`src/rtl/pfx_core_pkg.sv`:
```
package pfx_core_pkg;

  typedef enum logic [3:0] {
    OP_NOP   = 4'h0,
    OP_TO    = 4'h1,
    OP_WITH  = 4'h2,
    OP_ALT   = 4'h3,
    OP_MERGE = 4'h4,
    OP_ADD   = 4'h5,
    OP_SUB   = 4'h6,
    OP_AND   = 4'h7,
    OP_OR    = 4'h8,
    OP_XOR   = 4'h9,
    OP_MOVE  = 4'hA,
    OP_FROM  = 4'hB,
    OP_RSVC  = 4'hC,
    OP_IMM   = 4'hD,
    OP_RSVE  = 4'hE,
    OP_RSVF  = 4'hF
  } opcode_e;

  typedef struct packed {
    logic s;
    logic v;
    logic c;
    logic z;
  } flags_t;

  function automatic logic is_prefix(opcode_e op);
    return (op == OP_TO) || (op == OP_WITH) || (op == OP_ALT) || (op == OP_FROM);
  endfunction

endpackage

```
`src/rtl/pfx_regfile.sv`:
```
module pfx_regfile #(
  parameter int W      = 16,
  parameter int N      = 16,
  parameter int PC_IDX = N - 1
) (
  input  logic                 clk,
  input  logic                 rst_n,
  input  logic                 adv,
  input  logic                 we,
  input  logic [$clog2(N)-1:0] waddr,
  input  logic [W-1:0]         wdata,
  output logic [W-1:0]         regs_o [N]
);
  localparam int AW = $clog2(N);

  for (genvar g = 0; g < N; g++) begin : g_reg
    if (g == PC_IDX) begin : g_pc
      always_ff @(posedge clk) begin
        if (!rst_n)                           regs_o[g] <= '0;
        else if (we && (waddr == AW'(g)))     regs_o[g] <= wdata;
        else if (adv)                         regs_o[g] <= regs_o[g] + W'(1);
      end
    end else begin : g_gp
      always_ff @(posedge clk) begin
        if (!rst_n)                           regs_o[g] <= '0;
        else if (we && (waddr == AW'(g)))     regs_o[g] <= wdata;
      end
    end
  end

  // without a redirect, an accepted byte steps the counter by one
  a_r10_pc_step: assert property (@(posedge clk) disable iff (!rst_n)
    (adv && !(we && (waddr == AW'(PC_IDX)))) |=> (regs_o[PC_IDX] == $past(regs_o[PC_IDX]) + W'(1)));

  // a write to the counter redirects it
  a_r10_pc_load: assert property (@(posedge clk) disable iff (!rst_n)
    (we && (waddr == AW'(PC_IDX))) |=> (regs_o[PC_IDX] == $past(wdata)));

  // no advance and no write keeps the counter
  a_r11_pc_hold: assert property (@(posedge clk) disable iff (!rst_n)
    (!adv && !we) |=> $stable(regs_o[PC_IDX]));

endmodule

```
`src/rtl/pfx_sel.sv`:
```
module pfx_sel
  import pfx_core_pkg::*;
#(
  parameter int AW = 4
) (
  input  logic          clk,
  input  logic          rst_n,
  input  logic          acc,
  input  opcode_e       op,
  input  logic [AW-1:0] fld,
  output logic [AW-1:0] src_o,
  output logic [AW-1:0] dst_o,
  output logic          alt_o
);

  always_ff @(posedge clk) begin
    if (!rst_n) begin
      src_o <= '0;
      dst_o <= '0;
      alt_o <= 1'b0;
    end else if (acc) begin
      unique case (op)
        OP_TO:   dst_o <= fld;
        OP_FROM: src_o <= fld;
        OP_WITH: begin
          src_o <= fld;
          dst_o <= fld;
        end
        OP_ALT:  alt_o <= 1'b1;
        default: begin
          src_o <= '0;
          dst_o <= '0;
          alt_o <= 1'b0;
        end
      endcase
    end
  end

  // any executed non-prefix byte returns the selection to default
  a_r4_clear: assert property (@(posedge clk) disable iff (!rst_n)
    (acc && !is_prefix(op)) |=> (src_o == '0 && dst_o == '0 && !alt_o));

  // a destination prefix keeps the source and mode already chosen
  a_r3_accumulate: assert property (@(posedge clk) disable iff (!rst_n)
    (acc && op == OP_TO) |=> (dst_o == $past(fld) && src_o == $past(src_o) && alt_o == $past(alt_o)));

  // idle cycles hold the selection
  a_r11_sel_hold: assert property (@(posedge clk) disable iff (!rst_n)
    !acc |=> ($stable(src_o) && $stable(dst_o) && $stable(alt_o)));

endmodule

```
`src/rtl/pfx_alu.sv`:
```
module pfx_alu
  import pfx_core_pkg::*;
#(
  parameter int W  = 16,
  parameter int IW = 4
) (
  input  opcode_e       op,
  input  logic [W-1:0]  a,
  input  logic [W-1:0]  b,
  input  logic [W-1:0]  m_hi,
  input  logic [W-1:0]  m_lo,
  input  logic [IW-1:0] imm,
  input  logic          alt,
  input  flags_t        fl_in,
  output logic [W-1:0]  res,
  output flags_t        fl_out,
  output logic          wr_en
);
  localparam int HB = W / 2;

  logic [W:0] sum_x;
  logic [W:0] dif_x;

  always_comb begin
    sum_x = {1'b0, a} + {1'b0, b} + {{W{1'b0}}, alt & fl_in.c};
    dif_x = {1'b0, a} - {1'b0, b} - {{W{1'b0}}, alt & ~fl_in.c};
  end

  always_comb begin
    res    = '0;
    fl_out = fl_in;
    wr_en  = 1'b0;
    unique case (op)
      OP_ADD: begin
        res      = sum_x[W-1:0];
        wr_en    = 1'b1;
        fl_out.c = sum_x[W];
        fl_out.v = (a[W-1] == b[W-1]) && (res[W-1] != a[W-1]);
        fl_out.z = (res == '0);
        fl_out.s = res[W-1];
      end
      OP_SUB: begin
        res      = dif_x[W-1:0];
        wr_en    = 1'b1;
        fl_out.c = ~dif_x[W];
        fl_out.v = (a[W-1] != b[W-1]) && (res[W-1] != a[W-1]);
        fl_out.z = (res == '0);
        fl_out.s = res[W-1];
      end
      OP_AND, OP_OR, OP_XOR: begin
        if (op == OP_AND)     res = a & b;
        else if (op == OP_OR) res = a | b;
        else                  res = a ^ b;
        wr_en    = 1'b1;
        fl_out.z = (res == '0);
        fl_out.s = res[W-1];
      end
      OP_MERGE: begin
        res      = {m_hi[W-1:HB], m_lo[W-1:HB]};
        wr_en    = 1'b1;
        fl_out.z = (res == '0);
        fl_out.s = res[W-1];
        fl_out.c = res[HB-1];
        fl_out.v = 1'b0;
      end
      OP_MOVE: begin
        res   = b;
        wr_en = 1'b1;
      end
      OP_IMM: begin
        res   = W'(imm);
        wr_en = 1'b1;
      end
      default: begin
        res   = '0;
        wr_en = 1'b0;
      end
    endcase
  end

endmodule

```
`src/rtl/pfx_core.sv`:
```
module pfx_core
  import pfx_core_pkg::*;
#(
  parameter int DATA_W   = 16,
  parameter int NUM_REGS = 16
) (
  input  logic                        clk,
  input  logic                        rst_n,
  input  logic                        in_valid,
  input  logic [7:0]                  in_data,
  output logic                        in_ready,
  output logic [DATA_W-1:0]           fetch_addr,
  input  logic [$clog2(NUM_REGS)-1:0] rd_sel,
  output logic [DATA_W-1:0]           rd_data,
  output logic                        flag_z,
  output logic                        flag_c,
  output logic                        flag_s,
  output logic                        flag_v
);
  localparam int AW      = $clog2(NUM_REGS);
  localparam int PC_IDX  = NUM_REGS - 1;
  localparam int MHI_IDX = 7;
  localparam int MLO_IDX = 8;

  logic              rdy_q;
  logic              acc;
  opcode_e           op;
  logic [AW-1:0]     fld;
  logic [AW-1:0]     src_sel;
  logic [AW-1:0]     dst_sel;
  logic              alt_q;
  logic [DATA_W-1:0] regs [NUM_REGS];
  logic [DATA_W-1:0] opa;
  logic [DATA_W-1:0] opb;
  logic [DATA_W-1:0] alu_res;
  logic              alu_wr;
  flags_t            flags_q;
  flags_t            flags_nx;

  always_ff @(posedge clk) begin
    if (!rst_n) rdy_q <= 1'b0;
    else        rdy_q <= 1'b1;
  end

  assign in_ready = rdy_q;
  assign acc      = in_valid && rdy_q;
  assign op       = opcode_e'(in_data[7:4]);
  assign fld      = in_data[AW-1:0];

  pfx_sel #(.AW(AW)) u_sel (
    .clk   (clk),
    .rst_n (rst_n),
    .acc   (acc),
    .op    (op),
    .fld   (fld),
    .src_o (src_sel),
    .dst_o (dst_sel),
    .alt_o (alt_q)
  );

  pfx_regfile #(.W(DATA_W), .N(NUM_REGS), .PC_IDX(PC_IDX)) u_rf (
    .clk    (clk),
    .rst_n  (rst_n),
    .adv    (acc),
    .we     (acc && alu_wr),
    .waddr  (dst_sel),
    .wdata  (alu_res),
    .regs_o (regs)
  );

  // Operand reads of the counter see the address after the current byte.
  always_comb begin
    opa = (src_sel == AW'(PC_IDX)) ? regs[PC_IDX] + DATA_W'(1) : regs[src_sel];
    opb = (fld     == AW'(PC_IDX)) ? regs[PC_IDX] + DATA_W'(1) : regs[fld];
  end

  pfx_alu #(.W(DATA_W), .IW(AW)) u_alu (
    .op     (op),
    .a      (opa),
    .b      (opb),
    .m_hi   (regs[MHI_IDX]),
    .m_lo   (regs[MLO_IDX]),
    .imm    (fld),
    .alt    (alt_q),
    .fl_in  (flags_q),
    .res    (alu_res),
    .fl_out (flags_nx),
    .wr_en  (alu_wr)
  );

  always_ff @(posedge clk) begin
    if (!rst_n)   flags_q <= '0;
    else if (acc) flags_q <= flags_nx;
  end

  assign fetch_addr = regs[PC_IDX];
  assign rd_data    = regs[rd_sel];
  assign flag_z     = flags_q.z;
  assign flag_c     = flags_q.c;
  assign flag_s     = flags_q.s;
  assign flag_v     = flags_q.v;

  // flags hold when no byte is taken
  a_r11_flags_hold: assert property (@(posedge clk) disable iff (!rst_n)
    !acc |=> $stable(flags_q));

  // copy and constant load leave the flags alone
  a_r9_no_flags: assert property (@(posedge clk) disable iff (!rst_n)
    (acc && (op == OP_MOVE || op == OP_IMM)) |=> (flags_q == $past(flags_q)));

  // prefix bytes leave the flags alone
  a_r3_pfx_flags: assert property (@(posedge clk) disable iff (!rst_n)
    (acc && is_prefix(op)) |=> (flags_q == $past(flags_q)));

  // merge result is built from the two high bytes
  a_r8_merge_val: assert property (@(posedge clk) disable iff (!rst_n)
    (acc && op == OP_MERGE) |-> (alu_res == {regs[MHI_IDX][DATA_W-1:DATA_W/2], regs[MLO_IDX][DATA_W-1:DATA_W/2]}));

  // the core is ready once out of reset
  a_r11_ready: assert property (@(posedge clk) disable iff (!rst_n)
    rdy_q |=> in_ready);

endmodule

```
`config.mk`:
```
export PLATFORM = sky130hd
export DESIGN_NAME = pfx_core
export DESIGN_NICKNAME = d
export VERILOG_FILES = /design/src/rtl/pfx_core_pkg.sv /design/src/rtl/pfx_regfile.sv /design/src/rtl/pfx_sel.sv /design/src/rtl/pfx_alu.sv /design/src/rtl/pfx_core.sv
export SDC_FILE = /design/constraint.sdc
export NUM_CORES = 1
export LEC_CHECK = 0
export ABC_CLOCK_PERIOD_IN_PS = 7100
export CAP_MARGIN = 30
export CORE_MARGIN = 8
export CORE_UTILIZATION = 30
export CTS_CLUSTER_SIZE = 30
export DETAILED_ROUTE_END_ITERATION = 7
export DONT_BUFFER_PORTS = 1
export PLACE_DENSITY = 0.45
export SYNTH_ARGS = -nofsm -noshare
export SYNTH_HDL_FRONTEND = slang
export SYNTH_SLANG_ARGS = --single-unit
```
`constraint.sdc`:
```
create_clock -name clk -period 7.1 [get_ports clk]
set_input_delay 1.42 -clock clk [delete_from_list [all_inputs] [get_ports clk]]
set_output_delay 1.42 -clock clk [all_outputs]
set_load 0.01 [all_outputs]
```
### Yosys cells after proc, flatten, opt, wreduce, memory -nomap -nowiden

Index checks and enable logic that the tools add are counted.

* output and inout bits: 37
* word-level logic and storage cells: 143
* flip-flop bits (word level): 270
* input bits: 15

* order comparisons: 3
* multiplexer cells: 25
* equality and inequality tests: 33
* $add $sub $neg: 5
* reduce and logical (&&, ||, !) cells: 40
* bitwise operators: 13

Operator list (count)
* 2-to-1 mux 16 bit: 13
* binary-select mux 16 bit (select 4 bit): 3
* one-hot mux 16 bit (6 select lines): 1
* zero test 16 bit: 4
* == test 4 bit, second input constant: 15
* == test 4 x 3 -> 1 bit, second input constant: 8
* logical AND 1 bit: 20
* adder 16 x 16 -> 17 bit: 1
* adder 17 x 1 -> 17 bit: 1
* subtractor 16 x 16 -> 17 bit: 1
* subtractor 17 x 1 -> 17 bit: 1
* adder 16 x 1 -> 16 bit, second input constant: 1
* bitwise AND 16 bit: 1
* == test 4 x 2 -> 1 bit, second input constant: 4
* OR 16 bit: 1
* one-hot mux 4 bit (2 select lines): 2
* bitwise XOR 16 bit: 1
* >= comparator 5 bit, second input constant: 3
* inverter 4 -> 5 bit: 3
* AND reduction 2 bit: 5
* == test 4 x 1 -> 1 bit, second input constant: 2
* one-hot mux 1 bit (4 select lines): 2
* OR reduction 2 bit: 4
* OR reduction 8 bit: 1
* other kinds (12): 21

### Depth between registers and ports, before layout

Gate-level depths: netlist (run 1).

* depth in word-level cells: 11
* depth in mapped cells: 24
* depth with buffers taken out: 20

### Cells and area by module

Synthesis (run 1) repeated with hierarchy kept, for this count alone.

* cell total of the unflattened synthesis: 2247
* area total of the unflattened synthesis: 20246.9 um^2

Modules (own cells, without submodules)
* pfx_regfile: times used 1, sequential area each 5124.9 um^2, area each 9875.7 um^2, cells each 1179
* pfx_core: times used 1, sequential area each 100.1 um^2, area each 6800.3 um^2, cells each 564
* pfx_alu: times used 1, sequential area each 0.0 um^2, area each 3181.8 um^2, cells each 465
* pfx_sel: times used 1, sequential area each 180.2 um^2, area each 389.1 um^2, cells each 39

### Worst setup path before layout (run 1)

Ideal clock, no wire load.

* path kind: input to register
* start point: in in_data[0]
* end point: reg u_rf.regs_o[254] (netlist bit)
* setup time: 0.126 ns
* data required time: 6.974 ns
* slack: 1.192 ns
* stages: 19
* buffers on the path: 4
* data arrival time: 5.782 ns
* cells stage by stage: buf_6 -> buf_6 -> buf_2 -> mux4_2 -> mux4_2 -> nor2_1 -> a21oi_1 -> inv_1 -> ha_1 -> ha_1 -> a2111o_1 -> a31o_1 -> a2111oi_4 -> o21ai_2 -> a22o_1 -> a211o_1 -> a21oi_4 -> buf_6 -> a21oi_2

* longest elaborated chain between the ends: 10
* elaborated cells on any way between the ends: 17
* those cells by class: add/sub (4); eq/ne (1); mux (8); bitwise (4)

RTL lines
* from (decl): line pfx_core.sv:10 `input logic [7:0] in_data,`
* inverter 4 -> 5 bit (implied by the code): line pfx_core.sv:74 `opb = (fld == AW'(PC_IDX)) ? regs[PC_IDX] + DATA_W'(1) : regs[fld];`
* binary-select mux 16 bit (select 4 bit): line pfx_core.sv:74
* 2-to-1 mux 16 bit (implied by the code) (2 in series): line pfx_core.sv:74
* 2-to-1 mux 16 bit (*): line pfx_core.sv:74
* branches (longest 4 deep; another with subtractor 16 x 16 -> 17 bit)
* one-hot mux 16 bit (6 select lines) (*): line pfx_alu.sv:33 `unique case (op)`
* to (signal, indexed assignment): line pfx_regfile.sv:26 `else if (we && (waddr == AW'(g))) regs_o[g] <= wdata;`
* to (decl): line pfx_regfile.sv:12 `output logic [W-1:0] regs_o [N]`

Mark *: on every way between the ends. The select of a mux whose other input is x is not followed.
A chain may end at the register's enable or synchronous reset.

### Final worst setup path (run 1)

* start point: reg u_sel.src_o[0]
* end point: reg u_rf.regs_o[94] (netlist bit)

* longest elaborated chain between the ends: 10
* elaborated cells on any way between the ends: 17
* those cells by class: add/sub (4); eq/ne (1); mux (8); bitwise (4)

RTL lines
* from (decl): line pfx_sel.sv:11 `output logic [AW-1:0] src_o,`
* from (signal assigned): line pfx_sel.sv:24 `OP_FROM: src_o <= fld;`
* from (signal assigned): line pfx_sel.sv:26 `src_o <= fld;`
* inverter 4 -> 5 bit (implied by the code): line pfx_core.sv:73 `opa = (src_sel == AW'(PC_IDX)) ? regs[PC_IDX] + DATA_W'(1) : regs[src_sel];`
* binary-select mux 16 bit (select 4 bit): line pfx_core.sv:73
* 2-to-1 mux 16 bit (implied by the code) (2 in series): line pfx_core.sv:73
* 2-to-1 mux 16 bit (*): line pfx_core.sv:73
* branches (longest 4 deep; another with subtractor 16 x 16 -> 17 bit)
* one-hot mux 16 bit (6 select lines) (*): line pfx_alu.sv:33

Marks and branches as above.

==> results by group, run 1 <==
Finish
  – N_diodes: 0
  – Finished Core Util: 0.330
  – Layout Cells excl Fill: 2836
  – P&R area growth vs syn: 9.57%
  – Fraction of layout cells with a size suffix above 1: 0.200
  – Most frequent cells in the layout: 409 x nor2_1, 266 x dfxtp_1, 211 x mux4_2, 134 x nor3_1, 103 x a211oi_1
  – Commonest non-fill, non-tap cell in the layout: nor2_1
  – Final net count: 2035
  – Fill cells: 6500

Synthesis
  – Unique cell type count in the Yosys netlist: 80
  – Cell Area, Synth: 19200 um^2
  – Sequential cell area fraction in the yosys report: 0.281
  – Post-synthesis async set-or-reset flop share: 0
  – Post-synth EDFFs: 0
  – Mapped Nets: 2148
  – Yosys warns: 0
  – Syn_area_per_cell: approximately 9.3 um^2
  – Top_reg_cell synth: dfxtp_1
  – Synthesized flop and latch total: between 200 and 300
  – Gate Count Post-Synth: 2068

Placement
  – Dpl hpwl: a little over 50 mm
  – IO Port Bufs: 0
  – RePlAce Congestion: 0.894
  – DP Cell Count: 2772

Clocking
  – Post-CTS Setup Inserts: 0
  – Clock buffer depth: 3
  – TritonCTS clock tree: done
  – Post-CTS Resized: 0
  – Clock root buffer: clkbuf_16
  – CTS Sinks: 270
  – Clk slew on worst S/H paths: 0.07 ns
  – Clk_lat worst skew: 0.56 ns
  – Hold buffers post-CTS: 0
  – Num CTS Buffers: 35
  – H-tree depth: 2

Route
  – DRC: 0
  – Via Count: about 17000
  – Final wirelength: 77.6 mm
  – Detail-routed via count per cell: 5.95
  – Initial DRC Count: 1835
  – Drt pass-1 iters: 6
  – Remaining antenna violation count: 0
  – Post-DR wirelength/cell: around 27 um

Floorplanning
  – Row count: 93
  – Die Ht: 269 um
  – I/O pins: 52
  – Starting Density: 0.301
  – Core ar.: between 60000 and 70000 um^2
  – Die X: 269 um
  – Die area: 72500 um^2

Timing
  – Period Utilization, post-route: 0.836
  – Relative slew margins: 0.153
  – Max Freq: ~0.17 GHz
  – Period minus WS final: 5.94 ns
  – Finish-stage setup viols: 0
  – Final setup TNS: 0 ns
  – RSZ-0062 raised after global routing: no
  – Final worst clock skew: 0.0217 ns
  – Fin. Hold Viols: 0
  – Final Slew Violations: 0
  – Worst slew pin tran: ~1.3 ns

Global routing
  – Antenna violations before repair: 1
  – Gr ovfl total: 0
  – Number of global-route vias before repair: 16100
  – First-pass GRT wire length: 113 mm
  – Largest net degree at the start of global routing: 189
  – Total Routing Usage GR: 0.206

Status
  – Status: complete, no violations

Setup path
  – CP bufs+invs: 0
  – Delay-heaviest family, CP: compound AO/OA/AOI/OAI gates
  – CP peak stage delay: 0.92 ns
  – Crit Path Category: flop to flop
  – CP arrival: 6.33 ns
  – CP Max Fanout: 41
  – CP Capture Type: flop
  – Critical-path cell list: nand2b_1 > o22a_1 > mux4_2 > o21ai_0 > ha_1 > ha_1 > a2111o_1 > a31o_1 > a2111oi_4 > o21ai_2 > a22o_1 > a211o_1 > a21oi_4 > a211oi_1
  – CP startpoint kind: flop
  – Crit-path slowest cell: dfxtp_4
  – Required @ worst endpoint: 7.49 ns
  – Most frequent cell on the critical path: ha_1

Power and ir drop
  – Leak pwr: 0.00724 uW
  – Power per cell area: 189 nW/um^2
  – VDD IR max: between 0.0001 and 0.00015 V

Flow run
  – Max_cap viols: 0

Min path
  – Worst Hold Class: flop to flop
cells in the mapped netlist (all sizes together) (11+ instances only):
cell	instances	area share
o21ai	91	0.024
nand2	74	0.014
o22a	13	0.0059
xnor2	24	0.012
and3	15	0.0049
nand2b	12	0.0039
a211oi	104	0.041
buf	75	0.024
mux2	17	0.010
mux2i	18	0.0094
nand4	11	0.0036
clkbuf	119	0.023
nor3	137	0.036
nand3	23	0.0060
and2	15	0.0049
nor2b	14	0.0046
o221ai	11	0.0053
a22oi	12	0.0047
nor2	420	0.082
inv	58	0.011
xor2	17	0.0077
a21oi	114	0.032
ha	61	0.040
mux4	211	0.25
dfxtp	270	0.28
a21o	11	0.0044
report_power, final:
part	internal, uW	total (uW)	switching, uW
Sequential	1520	1540	15.9
Combinational	193	490	297
Clock	1190	1940	757
Total	2900	3970	1070
registers in the layout (all words and copies together) (netlist names):
name and flops:
u_sel.dst_o 4, u_sel.alt_o 1, flag_c 1, flag_z 1, u_sel.src_o 4, u_rf.regs_o 256
in_ready 1, flag_s 1, flag_v 1
per-stage QoR:
| step | hold slack, ns | setup WS [ns] | power, uW | area (um^2) |
|---|---|---|---|---|
| 2_1_floorplan | 0.458 | 1.19 | 1970 | 19200 |
| 3_3_place_gp | 0.473 | 0.935 | 2050 | 19800 |
| 3_5_place_dp | 0.490 | 0.889 | 2050 | 19800 |
| 4_1_cts | 0.499 | 1.12 | 4010 | 21100 |
| 5_1_grt | 0.539 | 0.840 | 4100 | 21100 |
| 6_report | 0.497 | 1.16 | 3970 | 21100 |
metal layers:
metal	vias to the layer above	track usage	wire, um
li1	7484	-	-
met1	8535	0.274	33100
met2	694	0.331	36200
met3	161	0.0363	5430
met4	0	0.0782	2960
met5	-	0	0
worst register-to-register path: cells and delay by family, from the launching register on:
family / cells / cell delay, ns
compound gates: 10 / 3.09
fa+ha+maj: 2 / 0.75
flops: 1 / 0.92
mux: 1 / 0.54
simple gates: 1 / 0.48
logic make-up (layout without fill, tap and decap cells):
logic type | after synthesis | count (layout) | synth area share
adder cells (fa/ha/maj) | 65 | 65 | 0.0439
flip-flops | 270 | 270 | 0.281
XOR/XNOR | 42 | 42 | 0.0208
AO/OA/AOI/OAI | 431 | 431 | 0.154
buffers and inverters | 253 | 166 | 0.0586
multiplexers | 246 | 246 | 0.267
AND/OR/NAND/NOR | 761 | 761 | 0.175
layout make-up:
class,instances,area (um^2),area share
Tap cell,855,1070,0.0508
Sequential cell,270,5420,0.257
Clock buffer,43,957,0.0454
Clock inverter,20,279,0.0132
Inverter,59,226,0.0107
Multi-Input combinational cell,1545,12800,0.606
Timing Repair Buffer,44,362,0.0172
worst paths after layout:
kind | startpoint | to | slack (ns) | cells after the start
hold reg to reg | u_sel.alt_o | u_sel.alt_o | 0.50 | 2
setup / recovery | u_sel.src_o[0] | u_rf.regs_o[94] | 1.16 | 14
setup reg to reg | u_sel.src_o[0] | u_rf.regs_o[94] | 1.16 | 14
hold / removal | u_sel.alt_o | u_sel.alt_o | 0.50 | 2
No activity file was read; power rests on OpenSTA's default activity.
==> run 2, diff against run 1 <==
--- a/config.mk
+++ b/config.mk
@@ -5,14 +5,15 @@
 export SDC_FILE = /design/constraint.sdc
 export NUM_CORES = 1
 export LEC_CHECK = 0
-export ABC_CLOCK_PERIOD_IN_PS = 7100
+export ABC_AREA = 1
+export ABC_CLOCK_PERIOD_IN_PS = 5040
 export CAP_MARGIN = 30
 export CORE_MARGIN = 8
 export CORE_UTILIZATION = 30
 export CTS_CLUSTER_SIZE = 30
 export DETAILED_ROUTE_END_ITERATION = 7
 export DONT_BUFFER_PORTS = 1
-export PLACE_DENSITY = 0.45
+export PLACE_DENSITY = 0.46
 export SYNTH_ARGS = -nofsm -noshare
 export SYNTH_HDL_FRONTEND = slang
 export SYNTH_SLANG_ARGS = --single-unit
==> constraint.sdc (replaced) <==
create_clock -name clk -period 5.04 [get_ports clk]
set_input_delay 1.008 -clock clk [delete_from_list [all_inputs] [get_ports clk]]
set_output_delay 1.008 -clock clk [all_outputs]
set_load 0.01 [all_outputs]
==> run 2 against run 1 <==
Worst hold slack got worse by 0.028 ns; flip-flop and latch count is the same; critical endpoint is now u_rf.regs_o[254]; largest power group unchanged; power up 58%; clock power up 36%; combinational power rose to 3.0 times the previous value; highest routed layer unchanged; clock skew rose by 0.0025 ns; wire length up 20%.
==> results by group, run 2 <==
Status
  – Status: complete, no violations

Route
  – Post-DR wirelength/cell: 22.1 um (-19%)
  – Via Count: 22400 (+33%)
  – Initial DRC Count: 2437 (+33%)
  – Remaining antenna violation count: 0 (unchanged)
  – Drt pass-1 iters: 5 (-1)
  – Final wirelength: 93.1 mm (+20%)
  – Detail-routed via count per cell: 5.31 (-11%)
  – DRC: 0 (unchanged)

Floorplanning
  – Die area: 79100 um^2 (+9.2%)
  – Die Ht: 281 um (+4.5%)
  – Row count: 97 (+4.3%)
  – Die X: 281 um (+4.5%)
  – I/O pins: 52 (unchanged)
  – Core ar.: 69900 um^2 (+9.4%)
  – Starting Density: 0.302 (+0.000925)

Synthesis
  – Mapped Nets: 3417 (+59%)
  – Unique cell type count in the Yosys netlist: 66 (-18%)
  – Top cells by area, synth: dfxtp_1 26%, a21oi_1 14%, o21ai_0 14%, inv_1 9.1%, nand2_1 7.0%
  – Cell Area, Synth: 21100 um^2 (+9.8%)
  – Post-synth EDFFs: 0 (unchanged)
  – Post-synthesis async set-or-reset flop share: 0 (unchanged)
  – Synthesized flop and latch total: 270 (unchanged)
  – Count leader, synth: a21oi_1
  – Most area-hungry cell type in the Yosys netlist: dfxtp_1
  – Syn_area_per_cell: 6.32 um^2 (-32%)
  – Sequential cell area fraction in the yosys report: 0.256 (-0.0250)
  – Top_reg_cell synth: dfxtp_1
  – Yosys warns: 0 (unchanged)
  – Share of the synthesized area in the top cell type: 0.256 (-0.0250)
  – Gate Count Post-Synth: 3337 (+61%)
  – Top cells by count, synth: 580 x a21oi_1, 570 x o21ai_0, 509 x inv_1, 393 x nand2_1, 270 x dfxtp_1

Global routing
  – Global routing usage on met1: 0.316 (+0.0412)
  – Largest net degree at the start of global routing: 255 (+35%)
  – Number of global-route vias before repair: 20600 (+28%)
  – Met3 Use GR: 0.0291 (-0.00716)
  – Gr ovfl total: 0 (unchanged)
  – First-pass GRT wire length: 139 mm (+23%)
  – GRT busiest layer: met2
  – Total Routing Usage GR: 0.229 (+0.0229)
  – Antenna violations before repair: 2 (+1)
  – M2 GR Usage: 0.376 (+0.0450)

Timing
  – Final setup TNS: 0 ns (unchanged)
  – Setup ws final: 0.334 ns (-0.828 ns)
  – Max Freq: 0.212 GHz (+26%)
  – Fin. Hold Viols: 0 (unchanged)
  – Period minus WS final: 4.71 ns (-1.23 ns)
  – Relative slew margins: 0.271 (+0.118)
  – RSZ-0062 raised after global routing: no
  – Final Slew Violations: 0 (unchanged)
  – Finish-stage setup viols: 0 (unchanged)
  – Worst slew pin tran: 1.08 ns (-0.191 ns)
  – Period Utilization, post-route: 0.934 (+0.0975)
  – Final worst clock skew: 0.0243 ns (+0.00254 ns)

Clocking
  – H-tree depth: 2 (unchanged)
  – TritonCTS clock tree: done
  – Clock root buffer: clkbuf_16
  – CTS Sinks: 270 (unchanged)
  – Hold buffers post-CTS: 0 (unchanged)
  – Clock buffer depth: 3 (unchanged)
  – Clk_lat worst skew: 0.56 ns (about the same)
  – Post-CTS Setup Inserts: 0 (unchanged)
  – Post-CTS Resized: 0 (unchanged)
  – Clk slew on worst S/H paths: 0.07 ns (about the same)
  – Num CTS Buffers: 36 (+2.9%)

Setup path
  – CP bufs+invs: 3 (+3)
  – Critical-path cell list: nand2_1 > inv_1 > nand2_1 > o311ai_0 > buf_2 > o21ai_0 > ha_1 > ha_1 > nand2_1 > nor2_1 > nand3_1 > nand3_1 > nand2_1 > a21oi_1 > nor2_1 > nand2_1 > o21ai_0 > nor2_4 > buf_12 > a21oi_1
  – Worst R2R Path Depth: 20 (+6)
  – CP peak stage delay: 0.51 ns (-0.41 ns)
  – Delay-heaviest family, CP: simple AND/OR/NAND/NOR gates
  – CP startpoint kind: flop
  – Most frequent cell on the critical path: nand2_1
  – Crit Path Category: flop to flop
  – CP Max Fanout: 15 (-63%)
  – Crit-path slowest cell: inv_1
  – Required @ worst endpoint: 5.46 ns (-2.03 ns)
  – RR Endpoint: u_rf.regs_o[254]
  – Worst flop-to-flop path startpoint: u_sel.src_o[3]
  – CP Capture Type: flop
  – CP arrival: 5.13 ns (-1.20 ns)
  – Register-to-Register Setup Slack: 0.33 ns (-0.83 ns)

Min path
  – Worst Hold Class: input port to flop
  – Hold Path Cell Cnt: 0 (-2)
  – Worst Hold Path EP: in_ready
  – Worst hold start: rst_n

Finish
  – Fraction of layout cells with a size suffix above 1: 0.0868 (-0.113)
  – P&R area growth vs syn: 10.3%
  – Layout Cells excl Fill: 4211 (+48%)
  – Commonest non-fill, non-tap cell in the layout: a21oi_1
  – Top flop regs: u_rf.regs_o x256, u_sel.dst_o x4, u_sel.src_o x4
  – Largest register by flop count: u_rf.regs_o
  – Fill cells: 7773 (+20%)
  – Finished Cell Area: 23300 um^2 (+11%)
  – Final net count: 3327 (+63%)
  – N_diodes: 0 (unchanged)
  – Most frequent cells in the layout: 580 x a21oi_1, 570 x o21ai_0, 509 x inv_1, 393 x nand2_1, 268 x dfxtp_1
  – Max reg flops: 256 (unchanged)

Power and ir drop
  – Power per cell area: 269 nW/um^2 (+43%)
  – Clock power share: 0.420 (-0.069)
  – Switch share: 0.324 (+0.0547)
  – P_sw: 2030 uW (+90%)
  – Leak pwr: 0.0101 uW (+39%)
  – Sequential Power Share: 0.344 (-0.043)
  – Logic gate share of total power: 0.235 (+0.112)
  – VDD IR max: 0.000170 V (+19%)
  – Design internal power: 4240 uW (+46%)

Placement
  – Post-DP Area: 22100 um^2 (+12%)
  – Pre-CTS setup slack: 0.203 ns (-0.686 ns)
  – DP Cell Count: 4149 (+50%)
  – RePlAce Congestion: 0.909 (+1.7%)
  – IO Port Bufs: 0 (unchanged)
  – Dpl hpwl: 65.6 mm (+28%)

Flow run
  – Max_cap viols: 0 (unchanged)
run 2: cell count changes in the layout (fill, tap and decap cells not counted), sizes merged, moves of 82 or more:
cell    change
nand2     +325
mux4      -211
nor3      -117
nand3     +142
buf        +82
inv       +478
nor2      -285
o21ai     +568
a211oi     -98
a21oi     +467
run 2: cells by family after synthesis:
family                   count (synthesis)  synth area share
flip-flops                             270             0.256
buffers and inverters                  795             0.162
XOR/XNOR                                28            0.0116
multiplexers                             2          0.000949
AO/OA/AOI/OAI                         1427             0.366
adder cells (fa/ha/maj)                 65            0.0400
AND/OR/NAND/NOR                        750             0.163
run 2: final cells by class:
class | instances | area [um^2] | area share
flip-flops and latches | 270 | 5410 | 0.232
repair buffers | 125 | 1200 | 0.0515
inverters | 542 | 2040 | 0.0877
multi-input cells | 2272 | 12300 | 0.528
clock inverters | 9 | 97.6 | 0.00419
clock buffers | 53 | 1080 | 0.0462
well taps | 940 | 1180 | 0.0505
run 2: per-layer routing:
layer / wire (um) / part of all wire / up-vias
li1: - / - / 11000
met1: 42100 / 0.45 / 10400
met2: 42200 / 0.45 / 824
met3: 6460 / 0.069 / 136
met4: 2280 / 0.024 / 0
met5: 0 / 0 / -
run 2: worst max path at each step:
| stage | from | end | depth (start not counted) |
|---|---|---|---|
| 3_5_place_dp | in_data[0] | u_rf.regs_o[77] | 22 |
| 6_report | u_sel.src_o[3] | u_rf.regs_o[254] | 20 |
| 4_1_cts | u_sel.src_o[0] | u_rf.regs_o[254] | 23 |
| 3_3_place_gp | u_sel.src_o[0] | u_rf.regs_o[14] | 21 |
| 2_1_floorplan | in_data[0] | u_rf.regs_o[30] | 25 |
| 5_1_grt | u_sel.src_o[0] | u_rf.regs_o[206] | 23 |
run 2: metrics by stage:
stage | total power (uW) | utilization | hold slack (ns)
after detailed placement | 3670 | 0.316 | 0.506
after global routing | 6540 | 0.333 | 0.458
final | 6270 | 0.333 | 0.469
after floorplan | 3180 | - | 0.471
after CTS | 6310 | 0.333 | 0.453
after global placement | 3670 | 0.316 | 0.507
run 2: power groups by stage:
stage | combinational, uW | sequential (uW) | clock [uW]
5_1_grt | 1630 | 2160 | 2760
4_1_cts | 1470 | 2160 | 2680
6_report | 1480 | 2160 | 2640
2_1_floorplan | 979 | 2200 | 0
3_3_place_gp | 1470 | 2210 | 0
3_5_place_dp | 1460 | 2200 | 0
